==> src/rtl/dual_irq_pkg.sv <==
package dual_irq_pkg;
  localparam int unsigned REG_W      = 32;
  localparam int unsigned BANK_AW    = 5;   // 32-byte address window per bank

  typedef enum logic [2:0] {
    K_NONE,
    K_RAW,
    K_EN,
    K_SEL,
    K_IRQ,
    K_FIQ
  } reg_kind_e;

  function automatic reg_kind_e kind_of(input logic [BANK_AW-1:0] off);
    case (off)
      5'h00:   return K_RAW;
      5'h04:   return K_EN;
      5'h08:   return K_SEL;
      5'h0C:   return K_IRQ;
      5'h10:   return K_FIQ;
      default: return K_NONE;
    endcase
  endfunction
endpackage

==> src/rtl/dual_irq_sync.sv <==
module dual_irq_sync #(
  parameter int unsigned W      = 32,
  parameter int unsigned STAGES = 2
) (
  input  logic         clk_i,
  input  logic         rst_ni,
  input  logic [W-1:0] d_i,
  output logic [W-1:0] q_o
);
  logic [W-1:0] stage_q [STAGES];

  always_ff @(posedge clk_i or negedge rst_ni) begin
    if (!rst_ni) begin
      for (int i = 0; i < STAGES; i++) stage_q[i] <= '0;
    end else begin
      stage_q[0] <= d_i;
      for (int i = 1; i < STAGES; i++) stage_q[i] <= stage_q[i-1];
    end
  end

  assign q_o = stage_q[STAGES-1];
endmodule

==> src/rtl/dual_irq_decode.sv <==
module dual_irq_decode
  import dual_irq_pkg::*;
#(
  parameter int unsigned ADDR_W    = 8,
  parameter int unsigned NUM_BANKS = 2
) (
  input  logic [ADDR_W-1:0]    addr_i,
  output logic [NUM_BANKS-1:0] bank_hit_o,
  output reg_kind_e            kind_o
);
  localparam int unsigned IDX_W = ADDR_W - BANK_AW;

  logic [IDX_W-1:0] idx;

  assign idx    = addr_i[ADDR_W-1:BANK_AW];
  assign kind_o = kind_of(addr_i[BANK_AW-1:0]);

  for (genvar b = 0; b < NUM_BANKS; b++) begin : g_hit
    assign bank_hit_o[b] = (idx == IDX_W'(b)) && (kind_o != K_NONE);
  end
endmodule

==> src/rtl/dual_irq_bank.sv <==
module dual_irq_bank
  import dual_irq_pkg::*;
(
  input  logic             clk_i,
  input  logic             rst_ni,
  input  logic [REG_W-1:0] raw_i,
  input  logic             hit_i,
  input  logic             we_i,
  input  reg_kind_e        kind_i,
  input  logic [REG_W-1:0] wdata_i,
  output logic [REG_W-1:0] en_o,
  output logic [REG_W-1:0] route_o,
  output logic [REG_W-1:0] irq_stat_o,
  output logic [REG_W-1:0] fiq_stat_o,
  output logic [REG_W-1:0] rdata_o
);
  logic [REG_W-1:0] en_q, route_q;

  always_ff @(posedge clk_i or negedge rst_ni) begin
    if (!rst_ni) begin
      en_q    <= '0;
      route_q <= '0;
    end else if (hit_i && we_i) begin
      case (kind_i)
        K_EN:    en_q    <= wdata_i;
        K_SEL:   route_q <= wdata_i;
        default: ;  // status views are read-only
      endcase
    end
  end

  assign irq_stat_o = raw_i & en_q & ~route_q;
  assign fiq_stat_o = raw_i & en_q & route_q;
  assign en_o       = en_q;
  assign route_o    = route_q;

  always_comb begin
    rdata_o = '0;
    if (hit_i) begin
      case (kind_i)
        K_RAW:   rdata_o = raw_i;
        K_EN:    rdata_o = en_q;
        K_SEL:   rdata_o = route_q;
        K_IRQ:   rdata_o = irq_stat_o;
        K_FIQ:   rdata_o = fiq_stat_o;
        default: rdata_o = '0;
      endcase
    end
  end
endmodule

==> src/rtl/dual_irq_router.sv <==
module dual_irq_router
  import dual_irq_pkg::*;
#(
  parameter int unsigned NUM_SRC     = 64,
  parameter int unsigned ADDR_W      = 8,
  parameter int unsigned SYNC_STAGES = 2
) (
  input  logic               clk_i,
  input  logic               rst_ni,
  input  logic [NUM_SRC-1:0] src_i,
  input  logic [ADDR_W-1:0]  addr_i,
  input  logic               we_i,
  input  logic [REG_W-1:0]   wdata_i,
  output logic [REG_W-1:0]   rdata_o,
  output logic               irq_o,
  output logic               fiq_o
);
  localparam int unsigned NUM_BANKS = NUM_SRC / REG_W;

  logic [NUM_SRC-1:0]   raw_all, en_all, route_all, irq_stat, fiq_stat;
  logic [NUM_BANKS-1:0] bank_hit;
  logic [REG_W-1:0]     bank_rd [NUM_BANKS];
  reg_kind_e            kind;
  logic                 irq_q, fiq_q;

  dual_irq_sync #(.W(NUM_SRC), .STAGES(SYNC_STAGES)) u_sync (
    .clk_i  (clk_i),
    .rst_ni (rst_ni),
    .d_i    (src_i),
    .q_o    (raw_all)
  );

  dual_irq_decode #(.ADDR_W(ADDR_W), .NUM_BANKS(NUM_BANKS)) u_dec (
    .addr_i     (addr_i),
    .bank_hit_o (bank_hit),
    .kind_o     (kind)
  );

  for (genvar b = 0; b < NUM_BANKS; b++) begin : g_bank
    dual_irq_bank u_bank (
      .clk_i      (clk_i),
      .rst_ni     (rst_ni),
      .raw_i      (raw_all[b*REG_W +: REG_W]),
      .hit_i      (bank_hit[b]),
      .we_i       (we_i),
      .kind_i     (kind),
      .wdata_i    (wdata_i),
      .en_o       (en_all[b*REG_W +: REG_W]),
      .route_o    (route_all[b*REG_W +: REG_W]),
      .irq_stat_o (irq_stat[b*REG_W +: REG_W]),
      .fiq_stat_o (fiq_stat[b*REG_W +: REG_W]),
      .rdata_o    (bank_rd[b])
    );
  end

  always_comb begin
    rdata_o = '0;
    for (int b = 0; b < NUM_BANKS; b++) rdata_o |= bank_rd[b];
  end

  always_ff @(posedge clk_i or negedge rst_ni) begin
    if (!rst_ni) begin
      irq_q <= 1'b0;
      fiq_q <= 1'b0;
    end else begin
      irq_q <= |irq_stat;
      fiq_q <= |fiq_stat;
    end
  end

  assign irq_o = irq_q;
  assign fiq_o = fiq_q;
endmodule

==> config.mk <==
export PLATFORM = sky130hd
export DESIGN_NAME = dual_irq_router
export DESIGN_NICKNAME = d
export VERILOG_FILES = /design/src/rtl/dual_irq_pkg.sv /design/src/rtl/dual_irq_sync.sv /design/src/rtl/dual_irq_decode.sv /design/src/rtl/dual_irq_bank.sv /design/src/rtl/dual_irq_router.sv
export SDC_FILE = /design/constraint.sdc
export NUM_CORES = 1
export LEC_CHECK = 0
export ABC_AREA = 1
export BUFFER_PORTS_ARGS = -buffer_cell sky130_fd_sc_hd__buf_2
export CAP_MARGIN = 20
export CELL_PAD_IN_SITES_DETAIL_PLACEMENT = 2
export CELL_PAD_IN_SITES_GLOBAL_PLACEMENT = 2
export CORE_UTILIZATION = 35
export CTS_CLUSTER_DIAMETER = 150
export CTS_CLUSTER_SIZE = 28
export DETAILED_ROUTE_END_ITERATION = 12
export PLACE_DENSITY = 0.82
export SLEW_MARGIN = 40
export SYNTH_ARGS = -nofsm -noshare
export SYNTH_HDL_FRONTEND = slang
export SYNTH_SLANG_ARGS = --single-unit
==> constraint.sdc <==
create_clock -name clk_i -period 1.4 [get_ports clk_i]
set_input_delay 0 -clock clk_i [delete_from_list [all_inputs] [get_ports clk_i]]
set_output_delay 0 -clock clk_i [all_outputs]
set_load 0.03 [all_outputs]
==> impl_results.md <==
- Status: finished with violations
- Violated checks: negative setup slack
- H-tree Lvls: 1
- Final worst slack: -0.599 ns
- DR vias: 14800
- Switching share of power: 29.0%
- Fin. Hold Viols: 0
- Reported max-cap violation count: 0
- Layout cells sized above 1: 35.1%
- Largest net degree at the start of global routing: 64
- Iteration-0 DRC Markers: 1163
- Async set or reset register ratio after synthesis: 100%
- TritonCTS clock tree: yes
- Dominant cell by count in the synthesized netlist: nand2_1
- Clock Latency Late Sink: 0.54 ns
- Final max-slew violation count: 0
- Int Pwr: 10.2 mW
- Total Nets Final: 2051
- Post-synth EDFFs: 0
- Peak supply drop: 0.00175 V
- Crit-path cells: nand2_1, nor2_2, nand2_1, nand2_1, nor2_1, nand2_1, nand2_1, nand2_2, buf_6
- Kind of critical path: flip-flop to output port
- Clk sinks: 258
- Unrepaired setup endpoints after global routing: true
- Clock Pin Slew Worst Setup and Hold Paths: 0.14 ns
- Area leader, netlist: dfrtp_1
- GP Congestion: 0.840
- Synth Flop Type: dfrtp_1
- Syn Nets: 1687
- Synthesized cell area: 12400 um2
- CP startpoint kind: flip-flop
- Min-Delay Path Class: input pin to flip-flop
- Total Power: 14.4 mW
- Clock Path Buffers: 3
- Sequential-to-total area share from yosys stat: 52.0%
- Worst EP arrival: 2.00 ns
- Synth top area cells: dfrtp_1, nand2_1, nand4_1
- Drt drc: 0
- Register share of total power: 55.4%
- Total global-route track usage: 35.8%
- Crit path required time: 1.40 ns
- Core box area: 34700 um2
- DR WL/cell: 31.9 um
- Num CTS Buffers: 13
- Initial antenna violation count: 2
- Slowest-stage cell, CP: dfrtp_1
- Max-slew headroom: 67.7%
- DRT antenna net count: 0
- Die height: 190 um
- Synth top cells by count: nand2_1, dfrtp_1, inv_1
- Number of library cell types mapped by synthesis: 18
- Pleak: 8.67 nW
- NetSw: 4.17 mW
- Worst slew pin tran: 0.484 ns
- Overflow after GRT: 0
- Final core occ: 51.5%
- Crit-path max cell delay: 0.47 ns
- Final setup viols: 35
- Clock root buffer: clkbuf_16
- Starting Density: 35.8%
- First-pass GRT wire length: 98.6 mm
- WL final: 76.6 mm
- Clk_skew: 0.0416 ns
- Mean Syn Cell Area: 7.86 um2
- Tcrit/Tclk final: 143%
- Port bufs: 140
- Die ar.: 36300 um2
- CP max FO: 4
- Worst setup EP type: output port
- Fillers: 3675
- FMAX: 0.500 GHz
- Gate Count Post-Synth: 1580
- Clk pwr share: 34.1%
- Power Dens Cells: 803 nW/um2
- First-pass DRT Iterations: 5
- Die X: 190 um
- Placed cell count: 2177
- Area growth from synthesis to layout: 43.8%
- Finished Layout Cells: 2402
- Vias in the first global route: 16200
- Post-synthesis sequential element count: 258
- Tmin final: 2.00 ns
- Combinational Power Share: 10.4%
- IO Count: 141
- Via-to-Cell Ratio: 6.15
- Most used cell, CP: nand2_1
- DP Wirelength: 32.3 mm
- Rows: 68
- Share of the synthesized area in the top cell type: 52.0%
- Yosys warns: 0
==> cell usage in the layout (no fill, tap or decap) <==
| cell type | count |
|---|---|
| buf_2 | 107 |
| nor2_4 | 30 |
| nor2_1 | 57 |
| inv_16 | 1 |
| buf_8 | 1 |
| nand3_1 | 42 |
| nand3_2 | 67 |
| clkbuf_16 | 13 |
| buf_4 | 154 |
| dlygate4sd3_1 | 98 |
| nand4_1 | 136 |
| buf_6 | 49 |
| dfrtp_1 | 207 |
| diode_2 | 3 |
| o21bai_1 | 22 |
| o21ai_1 | 156 |
| bufinv_16 | 1 |
| nand2_2 | 67 |
| o21ai_2 | 17 |
| clkinv_2 | 1 |
| o21ai_0 | 40 |
| buf_12 | 27 |
| inv_4 | 1 |
| inv_1 | 138 |
| dfrtp_2 | 51 |
| nand2_4 | 3 |
| nand3_4 | 13 |
| nand2_1 | 366 |
| inv_2 | 18 |
| nor2_2 | 61 |
==> what timing repair did <==
item / in CTS / in global routing
setup buffers: 62 / 47
endpoints found under the setup margin: 34 / 34
hold buffers: 98 / 0
endpoints found under the hold margin: 450 / 0
gates resized for setup: 234 / 224
pin swaps: 122 / 119
==> critical path: cells and delay by family (launching register included) <==
family        cells  cell delay [ns]
flops             1             0.47
buf+inv           1             0.15
simple gates      8             0.85
==> path summary, 6_finish.rpt <==
check | startpoint | end | slack, ns | cells after the start
min in group asynchronous | rst_ni | u_sync.q_o[36] | 0.44 | 3
max in group asynchronous | rst_ni | u_sync.stage_q[106] | 0.18 | 5
max | g_bank[1].u_bank.en_o[22] | rdata_o[22] | -0.60 | 9
max reg2reg | g_bank[0].u_bank.en_o[23] | irq_o | -0.24 | 8
min reg2reg | u_sync.stage_q[100] | u_sync.q_o[36] | 0.33 | 0
min | src_i[43] | u_sync.stage_q[107] | 0.09 | 2
==> flip-flops by register name, summed over array words and instances, names as in the netlist <==
register,cells
fiq_o,1
g_bank.u_bank.en_o,64
g_bank.u_bank.route_o,64
irq_o,1
u_sync.q_o,64
u_sync.stage_q,64
==> logic make-up (layout without fill, tap and decap cells) <==
logic type / Yosys count / count (layout) / synth area share [%]
compound gates: 235 / 235 / 9.94
other cells: 0 / 3 / 0
simple gates: 842 / 842 / 30.1
flops: 258 / 258 / 52.0
buf+inv: 245 / 609 / 8.01
==> power groups by stage <==
stage | Combinational [mW] | Clock (mW) | Sequential, mW
4_1_cts | 1.29 | 4.63 | 7.87
6_report | 1.50 | 4.90 | 7.96
3_5_place_dp | 1.03 | 0 | 8.00
3_3_place_gp | 0.994 | 0 | 7.98
2_1_floorplan | 0.351 | 0 | 7.94
5_1_grt | 1.56 | 5.09 | 7.97
==> metrics by stage <==
stage               hold WS (ns)  area, um2  setup WS, ns  TNS, ns
floorplan                 -0.296      12400         0.307        0
global placement          -0.105      14300       -0.0448    -1.09
detailed placement        -0.103      14300        -0.142    -4.67
CTS                       0.0958      16900        -0.321    -8.49
global route              0.0960      17900        -0.653   -15.91
finish                    0.0932      17900        -0.599   -14.54
==> cell type report <==
class | instances | area (um2) | share of cell area (%)
flip-flops and latches | 258 | 6520 | 36.5
multi-input cells | 1077 | 6010 | 33.7
repair buffers | 436 | 3780 | 21.2
inverters | 158 | 597 | 3.34
well taps | 455 | 569 | 3.19
clock buffers | 13 | 325 | 1.82
clock inverters | 2 | 50.0 | 0.280
diodes | 3 | 7.51 | 0.0420
==> per-layer routing <==
| metal | global-route usage, % | up-vias | routed length (um) |
|---|---|---|---|
| met5 | 0 | - | 0 |
| met4 | 17.7 | 0 | 5460 |
| met3 | 4.67 | 375 | 4540 |
| met2 | 65.1 | 893 | 38700 |
| met1 | 41.0 | 7592 | 27800 |
| li1 | - | 5901 | - |
Note: power is estimated with default switching activity, not from simulation.
